--- src/rtl/stack_sel_pkg.sv ---
package stack_sel_pkg;
  typedef enum logic [1:0] {
    OP_IDLE = 2'b00,
    OP_RD   = 2'b01,
    OP_WR   = 2'b10
  } cmd_op_e;
endpackage

--- src/rtl/stack_ctrl.sv ---
module stack_ctrl
  import stack_sel_pkg::*;
#(
  parameter int NUM_DIES = 4,
  parameter int ADDR_W   = 6,
  parameter int DATA_W   = 16
) (
  input  logic                clk_i,
  input  logic                rst_ni,
  input  logic                ctl_en_i,
  input  logic                req_i,
  input  logic                we_i,
  input  logic [NUM_DIES-1:0] cs_i,
  input  logic [ADDR_W-1:0]   addr_i,
  input  logic [DATA_W-1:0]   wdata_i,
  input  cmd_op_e             bus_op_i,
  input  logic [NUM_DIES-1:0] bus_cs_i,
  input  logic                rd_hit_i,
  input  logic [DATA_W-1:0]   rd_data_i,
  output cmd_op_e             op_o,
  output logic [NUM_DIES-1:0] cs_o,
  output logic [ADDR_W-1:0]   addr_o,
  output logic [DATA_W-1:0]   wdata_o,
  output logic                err_o,
  output logic                rvalid_o,
  output logic [DATA_W-1:0]   rdata_o
);
  cmd_op_e             op_q;
  logic [NUM_DIES-1:0] cs_q;
  logic [ADDR_W-1:0]   addr_q;
  logic [DATA_W-1:0]   wdata_q;
  logic                err_q;

  always_ff @(posedge clk_i or negedge rst_ni) begin
    if (!rst_ni) begin
      op_q    <= OP_IDLE;
      cs_q    <= '0;
      addr_q  <= '0;
      wdata_q <= '0;
      err_q   <= 1'b0;
    end else begin
      if (ctl_en_i && req_i) begin
        op_q    <= we_i ? OP_WR : OP_RD;
        cs_q    <= cs_i;
        addr_q  <= addr_i;
        wdata_q <= wdata_i;
      end else begin
        op_q    <= OP_IDLE;
        cs_q    <= '0;
        addr_q  <= '0;
        wdata_q <= '0;
      end
      // bad select seen on the bus: flag at read-return timing
      err_q <= ctl_en_i && (bus_op_i != OP_IDLE) && !$onehot(bus_cs_i);
    end
  end

  // non-master dies keep their bus contribution at zero
  assign op_o     = ctl_en_i ? op_q : OP_IDLE;
  assign cs_o     = ctl_en_i ? cs_q : '0;
  assign addr_o   = ctl_en_i ? addr_q : '0;
  assign wdata_o  = ctl_en_i ? wdata_q : '0;
  assign err_o    = err_q;
  assign rvalid_o = ctl_en_i && rd_hit_i;
  assign rdata_o  = ctl_en_i ? rd_data_i : '0;
endmodule

--- src/rtl/stack_die_sram.sv ---
module stack_die_sram
  import stack_sel_pkg::*;
#(
  parameter int NUM_DIES = 4,
  parameter int ADDR_W   = 6,
  parameter int DATA_W   = 16,
  parameter int DIE_IDX  = 0
) (
  input  logic                clk_i,
  input  logic                rst_ni,
  input  cmd_op_e             bus_op_i,
  input  logic [NUM_DIES-1:0] bus_cs_i,
  input  logic [ADDR_W-1:0]   bus_addr_i,
  input  logic [DATA_W-1:0]   bus_wdata_i,
  output logic                sram_en_o,
  output logic                rd_drv_o,
  output logic [DATA_W-1:0]   rd_data_o
);
  localparam int                DEPTH  = 1 << ADDR_W;
  localparam logic [NUM_DIES-1:0] DIE_ID = NUM_DIES'(1) << DIE_IDX;

  logic [DATA_W-1:0] mem_q [DEPTH];
  logic [DATA_W-1:0] rd_q;
  logic              rd_drv_q;
  logic              hit;

  assign hit       = (bus_op_i != OP_IDLE) && (bus_cs_i == DIE_ID);
  assign sram_en_o = hit;

  always_ff @(posedge clk_i) begin
    if (hit && bus_op_i == OP_WR) mem_q[bus_addr_i] <= bus_wdata_i;
  end

  always_ff @(posedge clk_i or negedge rst_ni) begin
    if (!rst_ni) begin
      rd_q     <= '0;
      rd_drv_q <= 1'b0;
    end else begin
      rd_drv_q <= hit && (bus_op_i == OP_RD);
      if (hit && bus_op_i == OP_RD) rd_q <= mem_q[bus_addr_i];
    end
  end

  assign rd_drv_o  = rd_drv_q;
  assign rd_data_o = rd_drv_q ? rd_q : '0;
endmodule

--- src/rtl/stack_die_sel.sv ---
module stack_die_sel
  import stack_sel_pkg::*;
#(
  parameter int NUM_DIES = 4,
  parameter int ADDR_W   = 6,
  parameter int DATA_W   = 16
) (
  input  logic                clk_i,
  input  logic                rst_ni,
  input  logic [NUM_DIES-1:0] master_sel_i,
  input  logic                host_req_i,
  input  logic                host_we_i,
  input  logic [NUM_DIES-1:0] host_cs_i,
  input  logic [ADDR_W-1:0]   host_addr_i,
  input  logic [DATA_W-1:0]   host_wdata_i,
  output logic                host_rvalid_o,
  output logic [DATA_W-1:0]   host_rdata_o,
  output logic                cs_err_o,
  output logic                cfg_err_o,
  output logic [NUM_DIES-1:0] cmd_drv_o,
  output logic [NUM_DIES-1:0] sram_en_o,
  output logic [NUM_DIES-1:0] rd_drv_o
);
  cmd_op_e             die_op    [NUM_DIES];
  logic [NUM_DIES-1:0] die_cs    [NUM_DIES];
  logic [ADDR_W-1:0]   die_addr  [NUM_DIES];
  logic [DATA_W-1:0]   die_wdata [NUM_DIES];
  logic [DATA_W-1:0]   die_rd    [NUM_DIES];
  logic [DATA_W-1:0]   die_hrd   [NUM_DIES];
  logic [NUM_DIES-1:0] die_err;
  logic [NUM_DIES-1:0] die_rvld;

  cmd_op_e             bus_op;
  logic [NUM_DIES-1:0] bus_cs;
  logic [ADDR_W-1:0]   bus_addr;
  logic [DATA_W-1:0]   bus_wdata;
  logic [DATA_W-1:0]   bus_rd;
  logic [DATA_W-1:0]   host_rd;

  // shared vertical buses: every idle contributor is zero, so OR merges
  always_comb begin
    bus_op    = OP_IDLE;
    bus_cs    = '0;
    bus_addr  = '0;
    bus_wdata = '0;
    bus_rd    = '0;
    host_rd   = '0;
    for (int i = 0; i < NUM_DIES; i++) begin
      bus_op    = cmd_op_e'(bus_op | die_op[i]);
      bus_cs    = bus_cs | die_cs[i];
      bus_addr  = bus_addr | die_addr[i];
      bus_wdata = bus_wdata | die_wdata[i];
      bus_rd    = bus_rd | die_rd[i];
      host_rd   = host_rd | die_hrd[i];
    end
  end

  for (genvar g = 0; g < NUM_DIES; g++) begin : g_die
    stack_ctrl #(
      .NUM_DIES(NUM_DIES), .ADDR_W(ADDR_W), .DATA_W(DATA_W)
    ) u_ctrl (
      .clk_i     (clk_i),
      .rst_ni    (rst_ni),
      .ctl_en_i  (master_sel_i[g]),
      .req_i     (host_req_i),
      .we_i      (host_we_i),
      .cs_i      (host_cs_i),
      .addr_i    (host_addr_i),
      .wdata_i   (host_wdata_i),
      .bus_op_i  (bus_op),
      .bus_cs_i  (bus_cs),
      .rd_hit_i  (|rd_drv_o),
      .rd_data_i (bus_rd),
      .op_o      (die_op[g]),
      .cs_o      (die_cs[g]),
      .addr_o    (die_addr[g]),
      .wdata_o   (die_wdata[g]),
      .err_o     (die_err[g]),
      .rvalid_o  (die_rvld[g]),
      .rdata_o   (die_hrd[g])
    );

    assign cmd_drv_o[g] = (die_op[g] != OP_IDLE);

    stack_die_sram #(
      .NUM_DIES(NUM_DIES), .ADDR_W(ADDR_W), .DATA_W(DATA_W), .DIE_IDX(g)
    ) u_sram (
      .clk_i       (clk_i),
      .rst_ni      (rst_ni),
      .bus_op_i    (bus_op),
      .bus_cs_i    (bus_cs),
      .bus_addr_i  (bus_addr),
      .bus_wdata_i (bus_wdata),
      .sram_en_o   (sram_en_o[g]),
      .rd_drv_o    (rd_drv_o[g]),
      .rd_data_o   (die_rd[g])
    );
  end

  assign host_rvalid_o = |die_rvld;
  assign host_rdata_o  = host_rd;
  assign cs_err_o      = |die_err;
  assign cfg_err_o     = !$onehot(master_sel_i);
endmodule

--- config.mk ---
export PLATFORM = sky130hd
export DESIGN_NAME = stack_die_sel
export DESIGN_NICKNAME = d
export VERILOG_FILES = /design/src/rtl/stack_sel_pkg.sv /design/src/rtl/stack_ctrl.sv /design/src/rtl/stack_die_sram.sv /design/src/rtl/stack_die_sel.sv
export SDC_FILE = /design/constraint.sdc
export NUM_CORES = 2
export LEC_CHECK = 0
export BUFFER_PORTS_ARGS = -buffer_cell sky130_fd_sc_hd__clkbuf_2
export CAP_MARGIN = 10
export CORE_AREA = 4 4 553 775
export CTS_CLUSTER_DIAMETER = 200
export CTS_CLUSTER_SIZE = 16
export DETAILED_ROUTE_END_ITERATION = 7
export DIE_AREA = 0 0 557 779
export HOLD_SLACK_MARGIN = 0.03
export PLACE_DENSITY = 0.6
export SKIP_LAST_GASP = 1
export SYNTH_ARGS = -nofsm -noshare
export SYNTH_HDL_FRONTEND = slang
export SYNTH_HIERARCHICAL = 1
export SYNTH_SLANG_ARGS = --single-unit
--- constraint.sdc ---
create_clock -name clk_i -period 5.07 [get_ports clk_i]
set_clock_uncertainty 0.1 [all_clocks]
set_input_delay 0.2535 -clock clk_i [delete_from_list [all_inputs] [get_ports clk_i]]
set_output_delay 0.2535 -clock clk_i [all_outputs]
set_load 0.02 [all_outputs]
==> metrics.md <==
| Metric | Value |
|---|---|
| Critical path cell sequence | `dlygate4sd3_1 -> clkbuf_2 -> and2_1 -> or4_4 -> buf_12 -> nor2_4 -> buf_4 -> a22oi_1 -> nand3_1 -> nand4_1 -> nor4b_1 -> a21oi_1` |
| Relative slew slack | `0.1189` |
| Largest net degree at the start of global routing | `193` |
| Crit Path Category | `in -> reg` |
| TritonRoute pass-1 iters | `7` |
| Worst-path clk slew | `70 ps` |
| Mapped Area | `168200 um^2` |
| First-pass GRT wire length | `726000 um` |
| CP max-delay cell | `nor4b_1` |
| Syn Nets | `9378` |
| Total Neg Setup Slack | `0 ps` |
| Hold-fix buffers at CTS | `46` |
| Critical path arrival | `5410 ps` |
| Sequential area share after synthesis | `0.7588` |
| Initial DRC count | `12340` |
| Post-route cell area | `187200 um^2` |
| Global route total overflow | `0` |
| RD Place Congestion | `0.9356` |
| Final core occ | `0.4448` |
| Multi-input logic area | `36850 um^2` |
| H-tree Lvls | `5` |
| Avg Cell Area, Syn | `18.03 um^2` |
| CP max stage delay | `910 ps` |
| RSZ-0062 raised after global routing | `no` |
| Ys flop type | `edfxtp_1` |
| Number of port buffers | `64` |
| Hold_ws | `94.69 ps` |
| Fraction of layout instances using a drive strength above 1 | `0.1746` |
| Die W | `557 um` |
| Starting density of the core | `0.3995` |
| CTS tree | `yes` |
| Most common cell after layout, fill and taps aside | `edfxtp_1` |
| Vias/cell | `6.100` |
| Area contributors post-synth | `edfxtp_1 (73%), mux2i_1 (4.6%), mux4_2 (3.2%), dfrtp_1 (2.7%), a221oi_1 (2.1%)` |
| Slew of the pin with the lowest slew margin | `1316 ps` |
| # setup viols final | `0` |
| Hpwl dp | `323100 um` |
| Final routed DRC violation total | `0` |
| GRT Util Overall | `0.2331` |
| TritonCTS Buffers | `309` |
| Final Hold Fails | `0` |
| Critical path required time | `5740 ps` |
| Crit path time final | `4748 ps` |
| Vias | `94640` |
| Most frequent cells in the layout | `edfxtp_1 (4096), mux2i_1 (780), buf_4 (590), nor2_1 (422), a221oi_1 (396)` |
| Synth unique cells | `73` |
| Maximum clock rate | `210.6 MHz` |
| Startpoint types | `input port` |
| DP Area | `178100 um^2` |
| Peak supply drop | `0.0003964 V` |
| CTS Root Cell | `clkbuf_16` |
| Core area | `420900 um^2` |
| Leakage | `65.77 nW` |
| I/O pin count | `65` |
| Final Power | `69.92 mW` |
| Crit path max fanout | `33` |
| Post-CTS setup buffer count | `0` |
| Post-synth EDFFs | `4096` |
| Cell Pwr Density | `373.4 nW/um^2` |
| Worst hold path class | `in -> reg` |
| Clk buf depth | `4` |
| Die span in y | `779 um` |
| Cells after Synth | `9328` |
| Die Area | `433900 um^2` |
| Post-CTS resize count | `0` |
| Clock Sinks | `4280` |
| Synth top area share | `0.7314` |
| Drt total wl | `519200 um` |
| CP bufs+invs | `4` |
| Synth Register Bits | `4280` |
| Nets | `9854` |
| Initial antenna violation count | `43` |
| Status | `finished, final reports clean` |
| Pins over their slew limit | `0` |
| DR WL/cell | `33.47 um` |
| Post-route ant nets | `0` |
| YS warnings | `6` |
| Row count | `282` |
| Fin crit share | `0.9365` |
| Top delay family on crit path | `simple AND/OR/NAND/NOR gates` |
| # fillers | `35970` |
| Vias in the first global route | `93290` |
| Ys async rst share | `0.04299` |
| Number of max-cap violations | `0` |
| Post-synth top area cell | `edfxtp_1` |
| Area grow syn2layout | `11.34%` |
| Register Area | `127600 um^2` |
| Worst skew pair latency | `920 ps` |
| Crit end category | `flop` |
[metal layers]
metal,wire length (um),vias up,GRT usage
met3,44360,1266,0.03967
met5,177,-,0
li1,-,38720,-
met2,251700,5207,0.3867
met1,187100,49420,0.2885
met4,35800,28,0.1346
[cell usage after synthesis (all sizes together), types with 124 or more instances]
cell,count
o22ai,184
o21ai,176
dfrtp,184
a21oi,176
and3,124
a22oi,388
nand2,228
and2,272
clkbuf,154
mux2,280
nor2,440
mux2i,780
edfxtp,4096
mux4,264
a221oi,400
buf,474
[state kept, by name, summed over array words and instances (netlist names)]
signal                 cells
g_die.u_ctrl/wdata_q      64
g_die.u_sram/rd_q         64
g_die.u_ctrl/addr_q       24
g_die.u_sram/mem_q      4096
g_die.u_ctrl/cs_q         16
g_die.u_ctrl/op_q          8
g_die.u_sram/rd_drv_o      4
g_die.u_ctrl/err_o         4
[cell type report]
class | instances | area share
multi-input combinational | 4388 | 0.1968
timing repair buffer | 793 | 0.03792
antenna | 22 | 0.0002940
sequential | 4280 | 0.6815
clock inverter | 11 | 0.0006148
inverter | 32 | 0.0006416
tap | 5538 | 0.03701
clock buffer | 450 | 0.04515
[final timing paths]
| kind | start | endpoint | slack (ps) | cells after the start |
|---|---|---|---|---|
| worst max-delay path | master_sel_i[0] | g_die[0].u_sram/rd_q[7] | 320 | 12 |
| worst min-delay path | host_wdata_i[15] | g_die[2].u_ctrl/wdata_q[15] | 90 | 3 |
| worst max register to register | g_die[1].u_ctrl/addr_q[0] | g_die[0].u_sram/rd_q[7] | 380 | 10 |
| worst min register to register | g_die[3].u_sram/rd_q[7] | g_die[3].u_sram/rd_q[7] | 460 | 2 |
| max in group asynchronous | rst_ni | g_die[3].u_ctrl/wdata_q[14] | 3670 | 4 |
| min in group asynchronous | rst_ni | g_die[2].u_ctrl/wdata_q[1] | 450 | 4 |
[cells by family after synthesis]
family                   count (synthesis)  synth area share
buffers and inverters                  660           0.02349
AO/OA/AOI/OAI                         1652           0.07234
multiplexers                          1324            0.1012
adder cells (fa/ha/maj)                 16          0.001414
AND/OR/NAND/NOR                       1396           0.04278
flip-flops                            4280            0.7588
[tightest hold or removal path, cell delays in order]
cell           delay (ps)
dlygate4sd3_1         530
clkbuf_2              130
and3_1                150
[power breakdown]
| group | internal [mW] | switching (mW) |
|---|---|---|
| clock network | 11.5 | 11.8 |
| logic | 1.93 | 4.59 |
| registers | 39.3 | 0.756 |
[through the flow]
step | std cells | setup WS [ps]
after global placement | 14990 | 253.3
after detailed placement | 14990 | 227.4
final | 15510 | 322.1
after CTS | 15490 | 617.7
after floorplan | 9328 | 423.5
after global routing | 15500 | 493.0
No activity file was read; power rests on OpenSTA's default activity.
